<file path="src/rtl/alu_pkg.sv">
package alu_pkg;

  typedef enum logic [1:0] {
    RS_SHIFT = 2'b00,
    RS_SLT   = 2'b01,
    RS_ARITH = 2'b10,
    RS_LOGIC = 2'b11
  } res_sel_e;

  typedef enum logic [1:0] {
    LG_AND = 2'b00,
    LG_OR  = 2'b01,
    LG_NOR = 2'b10,
    LG_XOR = 2'b11
  } logic_op_e;

  typedef enum logic [1:0] {
    SH_LL = 2'b00,
    SH_RA = 2'b01,
    SH_RL = 2'b10,
    SH_RR = 2'b11
  } shift_op_e;

  typedef struct packed {
    res_sel_e  sel;
    logic      sub;
    logic_op_e lop;
    shift_op_e sop;
  } alu_op_t;

endpackage

</file>
<file path="src/rtl/alu_shifter.sv">
module alu_shifter
  import alu_pkg::*;
#(
  parameter int W   = 32,
  parameter int SAW = $clog2(W)
) (
  input  logic [W-1:0]   data,
  input  logic [SAW-1:0] amt,
  input  shift_op_e      kind,
  output logic [W-1:0]   out
);
  localparam int EW = 2 * W - 1;

  logic [EW-1:0]  ext_word;
  logic [SAW-1:0] eff_amt;
  logic [EW-1:0]  stage [0:SAW];

  // widen the operand so that every kind becomes a plain right shift
  always_comb begin
    unique case (kind)
      SH_LL:   ext_word = {data, {(W-1){1'b0}}};
      SH_RL:   ext_word = {{(W-1){1'b0}}, data};
      SH_RA:   ext_word = {{(W-1){data[W-1]}}, data};
      default: ext_word = {data[W-2:0], data};
    endcase
  end

  // a left shift by n equals a right shift by (W-1-n) of the widened word
  assign eff_amt  = (kind == SH_LL) ? ~amt : amt;
  assign stage[0] = ext_word;

  for (genvar k = 0; k < SAW; k++) begin : g_stage
    assign stage[k+1] = eff_amt[k] ? (stage[k] >> (1 << k)) : stage[k];
  end

  assign out = stage[SAW][W-1:0];

  // rotation keeps every bit, so the population count cannot change
  always_comb begin
    p_ror_popcount_r10: assert (kind != SH_RR || $countones(out) == $countones(data))
      else $error("rotate changed population count");
  end

  // arithmetic right shift keeps the sign bit
  always_comb begin
    p_sra_sign_r9: assert (kind != SH_RA || out[W-1] == data[W-1])
      else $error("arithmetic shift lost sign");
  end

endmodule

</file>
<file path="src/rtl/alu_addsub.sv">
module alu_addsub #(
  parameter int W = 32
) (
  input  logic [W-1:0] a,
  input  logic [W-1:0] b,
  input  logic         sub,
  output logic [W-1:0] sum,
  output logic         ovf
);
  function automatic logic [W-1:0] add_cin(input logic [W-1:0] x, input logic [W-1:0] y,
                                           input logic cin);
    return x + y + {{(W-1){1'b0}}, cin};
  endfunction

  function automatic logic signed_ovf(input logic xs, input logic ys, input logic rs);
    return (xs == ys) && (rs != xs);
  endfunction

  logic [W-1:0] b_eff;

  assign b_eff = sub ? ~b : b;
  assign sum   = add_cin(a, b_eff, sub);
  assign ovf   = signed_ovf(a[W-1], b_eff[W-1], sum[W-1]);

  // inverted operand plus forced carry must equal true subtraction
  always_comb begin
    p_sub_matches_r3: assert (!sub || sum == a - b)
      else $error("subtract path mismatch");
  end

endmodule

</file>
<file path="src/rtl/alu_logic.sv">
module alu_logic
  import alu_pkg::*;
#(
  parameter int W = 32
) (
  input  logic [W-1:0] a,
  input  logic [W-1:0] b,
  input  logic_op_e    code,
  output logic [W-1:0] out
);
  always_comb begin
    unique case (code)
      LG_AND:  out = a & b;
      LG_OR:   out = a | b;
      LG_NOR:  out = ~(a | b);
      default: out = a ^ b;
    endcase
  end

  // OR covers both inputs, AND lies inside both inputs
  always_comb begin
    p_or_covers_r2: assert (code != LG_OR || ((out & a) == a && (out & b) == b))
      else $error("OR result does not cover inputs");
    p_and_inside_r2: assert (code != LG_AND || ((out | a) == a && (out | b) == b))
      else $error("AND result outside inputs");
  end

endmodule

</file>
<file path="src/rtl/alu_multi.sv">
module alu_multi
  import alu_pkg::*;
#(
  parameter int W   = 32,
  parameter int SAW = $clog2(W)
) (
  input  logic [W-1:0]   op_a,
  input  logic [W-1:0]   op_b,
  input  logic [SAW-1:0] shamt,
  input  logic [6:0]     opcode,
  output logic [W-1:0]   result,
  output logic           zero,
  output logic           overflow
);
  alu_op_t      op;
  logic [W-1:0] sh_out;
  logic [W-1:0] as_sum;
  logic         as_ovf;
  logic [W-1:0] lg_out;
  logic [W-1:0] slt_out;
  logic         sub_en;
  logic         less;

  assign op     = alu_op_t'(opcode);
  assign sub_en = op.sub | (op.sel == RS_SLT);

  alu_shifter #(.W(W), .SAW(SAW)) u_shift (
    .data (op_a),
    .amt  (shamt),
    .kind (op.sop),
    .out  (sh_out)
  );

  alu_addsub #(.W(W)) u_addsub (
    .a   (op_a),
    .b   (op_b),
    .sub (sub_en),
    .sum (as_sum),
    .ovf (as_ovf)
  );

  alu_logic #(.W(W)) u_logic (
    .a    (op_a),
    .b    (op_b),
    .code (op.lop),
    .out  (lg_out)
  );

  // signed less-than from the difference's sign corrected by overflow
  assign less    = as_sum[W-1] ^ as_ovf;
  assign slt_out = {{(W-1){1'b0}}, less};

  always_comb begin
    unique case (op.sel)
      RS_SHIFT: result = sh_out;
      RS_SLT:   result = slt_out;
      RS_ARITH: result = as_sum;
      default:  result = lg_out;
    endcase
  end

  assign zero     = ~|result;
  assign overflow = (op.sel == RS_ARITH) & as_ovf;

  always_comb begin
    p_no_overflow_r6: assert (op.sel == RS_ARITH || !overflow)
      else $error("overflow outside arithmetic");
    p_slt_binary_r4: assert (op.sel != RS_SLT || result[W-1:1] == '0)
      else $error("set-less-than not 0 or 1");
    p_zero_shift_r7: assert (!(zero && op.sel == RS_SHIFT) || sh_out == '0)
      else $error("zero flag disagrees with shifter");
    p_zero_logic_r7: assert (!(zero && op.sel == RS_LOGIC) || lg_out == '0)
      else $error("zero flag disagrees with logic unit");
  end

endmodule

</file>
<file path="config.mk">
export PLATFORM = sky130hd
export DESIGN_NAME = alu_multi
export DESIGN_NICKNAME = d
export VERILOG_FILES = /design/src/rtl/alu_pkg.sv /design/src/rtl/alu_shifter.sv /design/src/rtl/alu_addsub.sv /design/src/rtl/alu_logic.sv /design/src/rtl/alu_multi.sv
export SDC_FILE = /design/constraint.sdc
export NUM_CORES = 1
export LEC_CHECK = 0
export ABC_CLOCK_PERIOD_IN_PS = 14400
export BUFFER_PORTS_ARGS = -buffer_cell sky130_fd_sc_hd__buf_2
export CAP_MARGIN = 30
export CORE_MARGIN = 5
export CORE_UTILIZATION = 42
export DETAILED_ROUTE_END_ITERATION = 16
export GPL_TIMING_DRIVEN = 0
export PLACE_DENSITY = 0.59
export SLEW_MARGIN = 20
export SYNTH_ARGS = -nofsm -noshare
export SYNTH_HDL_FRONTEND = slang
export SYNTH_HIERARCHICAL = 1
export SYNTH_SLANG_ARGS = --single-unit
</file>
<file path="constraint.sdc">
create_clock -name vclk -period 14.4
set_clock_uncertainty 0.15 [all_clocks]
set_input_delay 2.16 -clock vclk [all_inputs]
set_output_delay 2.16 -clock vclk [all_outputs]
set_load 0.005 [all_outputs]
</file>
==> metrics.md <==
| Metric | Value |
|---|---|
| Netlist Area Pre-Place | 10,240 um2 |
| Synth cell count leaders | nand2_1 (187), a21oi_1 (104), ha_1 (94) |
| Grt ovf | 0 |
| Sequential cells | 0 |
| Synthesized instance count | 1,504 |
| Via/cell ratio | 6.836 |
| Period utilization | 68.47% |
| Starting density of the core | 42.34% |
| Layout clock buffers | 0 |
| Ant. Diodes | 0 |
| Gates resized, CTS repair | 0 |
| Crit Path Max Fanout | 10 |
| Critical path class | primary input to output pin |
| Psw | 0.4081 mW |
| Placed cell count | 1,934 |
| Initial antenna violation count | 1 |
| Final Core Density | 46.26% |
| Total track usage | 38.36% |
| Average size of a mapped cell | 6.806 um2 |
| Type of the worst min-delay path | primary input to output pin |
| Number of global-route vias before repair | 12,380 |
| Residual DRC | 0 |
| Dpl hpwl | 45.03 mm |
| Hold Path End | result[25] |
| Detailed Routing Iterations Pass 1 | 6 |
| Synth unique cells | 91 |
| Clock group share of total power | 0% |
| Share of cells above drive strength 1 | 16.14% |
| Via Count | 13,230 |
| FMAX | 0.1014 GHz |
| Power density over cell area | 56.45 nW/um2 |
| Sum Neg Setup Slack | 0 ns |
| Cell row count | 57 |
| Total wire length after detailed routing | 56.74 mm |
| Routed WL per cell | 29.32 um |
| Post-CTS setup buffers | 0 |
| Maxcap violations | 0 |
| Top-area cell type share of the netlist area | 11.49% |
| Dominant cell type by area after synthesis | ha_1 |
| Internal power | 0.2231 mW |
| Hold Startpoint | opcode[6] |
| Gp weighted congestion | 1.068 |
| Max VDD drop | 0.02530 mV |
| FF+latch area | 0 um2 |
| Global-route wire length before repair | 81.95 mm |
| Placed cell area | 11,180 um2 |
| Final setup vio count | 0 |
| Hold depth | 4 |
| Hold Vio Cnt, Final | 0 |
| Die width | 166.1 um |
| Measured slew at the worst slew-check pin | 1.011 ns |
| Final setup margin | 4.540 ns |
| Post-route minimum period | 9.860 ns |
| Finished Layout Cells | 1,935 |
| Worst Path Required | 12.09 ns |
| Core area | 24,180 um2 |
| Count leader, synth | nand2_1 |
| Crit. End Element | output pin |
| Die H | 166.1 um |
| ANT nets after route | 0 |
| Run status | completed |
| Die area | 27,590 um2 |
| Syn. warnings | 6 |
| Seq pwr share | 0% |
| RSZ-0062 raised after global routing | false |
| Final Cell Area | 11,180 um2 |
| Slew Limit Headroom | 32.13% |
| Fin. max-slew vios | 0 |
| Area grow syn2layout | 9.253% |
| Sequential area share after synthesis | 0% |
| Dominant cells by area after synthesis | ha_1 (11%), mux2i_1 (7.9%), nand2_1 (6.9%) |
| Startpoint class of the critical path | primary input |
| Total I/O pin count | 110 |
| Largest net degree at the start of global routing | 13 |
| Leak Pwr | 4.939 nW |
| Hold buffer count at CTS | 0 |
| Final net count | 1,784 |
| Crit path DAT | 7.55 ns |
| Combinational Power Share | 100.0% |
| Syn Nets | 1,675 |
| Post-Place Worst Slack | 4.563 ns |
| Switching part of the total | 64.65% |
| Initial DRC Count | 1,757 |
| I/O Buffers | 104 |
[metrics by stage]
step | power [mW] | hold slack [ns]
CTS | 0.6071 | 4.666
global placement | 0.6043 | 4.659
detailed placement | 0.6042 | 4.665
finish | 0.6313 | 4.675
global route | 0.6641 | 4.704
floorplan | 0.3903 | 4.339
[power groups by stage]
| stage | clock network, mW | logic, mW | registers [mW] |
|---|---|---|---|
| after floorplan | 0 | 0.390 | 0 |
| after global placement | 0 | 0.604 | 0 |
| after detailed placement | 0 | 0.604 | 0 |
| after CTS | 0 | 0.607 | 0 |
| after global routing | 0 | 0.664 | 0 |
| final | 0 | 0.631 | 0 |
[layout by cell type, fill, tap and decap left out, drive strengths merged, types with 29 or more instances in the layout]
cell type and count:
ha 94, buf 191, nor2b 37, mux2 44, xor2 44, nand3 30, nor3 44, mux2i 82
nand2 187, o21ai 134, a211oi 29, nor2 87, clkbuf 53, o2bb2ai 32, a21oi 105, inv 86
[cell type report]
cell class         instances  area, um2
repair buffers           107      540.5
multi-input cells       1281       9160
inverters                 86      322.8
fillers                 2594      12990
plain buffers            137      754.5
well taps                324      405.4
[metal layers]
layer  up-vias  track usage [%]  wire length, um
li1       5753                -                -
met1      6247            47.38            21680
met2       990            63.44            25110
met3       235            5.856             5500
met4         2            22.13             4445
met5         -                0                7
[worst max-delay path, cell delays in order]
cell	delay, ns
buf_2	0.12
inv_2	0.14
clkbuf_1	0.44
a21o_1	0.17
clkbuf_1	0.22
buf_1	0.74
xor2_1	0.25
inv_1	0.09
fa_1	0.43
nor2b_1	0.18
o31a_1	0.23
o211ai_2	0.21
o211ai_1	0.29
o21ai_1	0.22
o31ai_1	0.32
xor2_1	0.13
mux2i_1	0.20
o2bb2ai_1	0.16
nor4_1	0.25
nand4_1	0.17
nor4_2	0.26
buf_2	0.15
[worst max-delay path by stage]
stage | to | start | slack [ns]
final | zero | opcode[6] | 4.54
after global routing | zero | opcode[6] | 4.18
after CTS | zero | opcode[6] | 4.56
after detailed placement | zero | opcode[6] | 4.56
after global placement | zero | opcode[6] | 4.66
after floorplan | zero | opcode[6] | 5.96
[cell families after synthesis]
logic type | Yosys count | synth area share [%]
AO/OA/AOI/OAI | 504 | 32.91
XOR/XNOR | 69 | 5.977
adder cells (fa/ha/maj) | 95 | 11.69
buffers and inverters | 223 | 10.52
multiplexers | 140 | 16.93
AND/OR/NAND/NOR | 473 | 21.98
(Power assumes the default switching activity.)
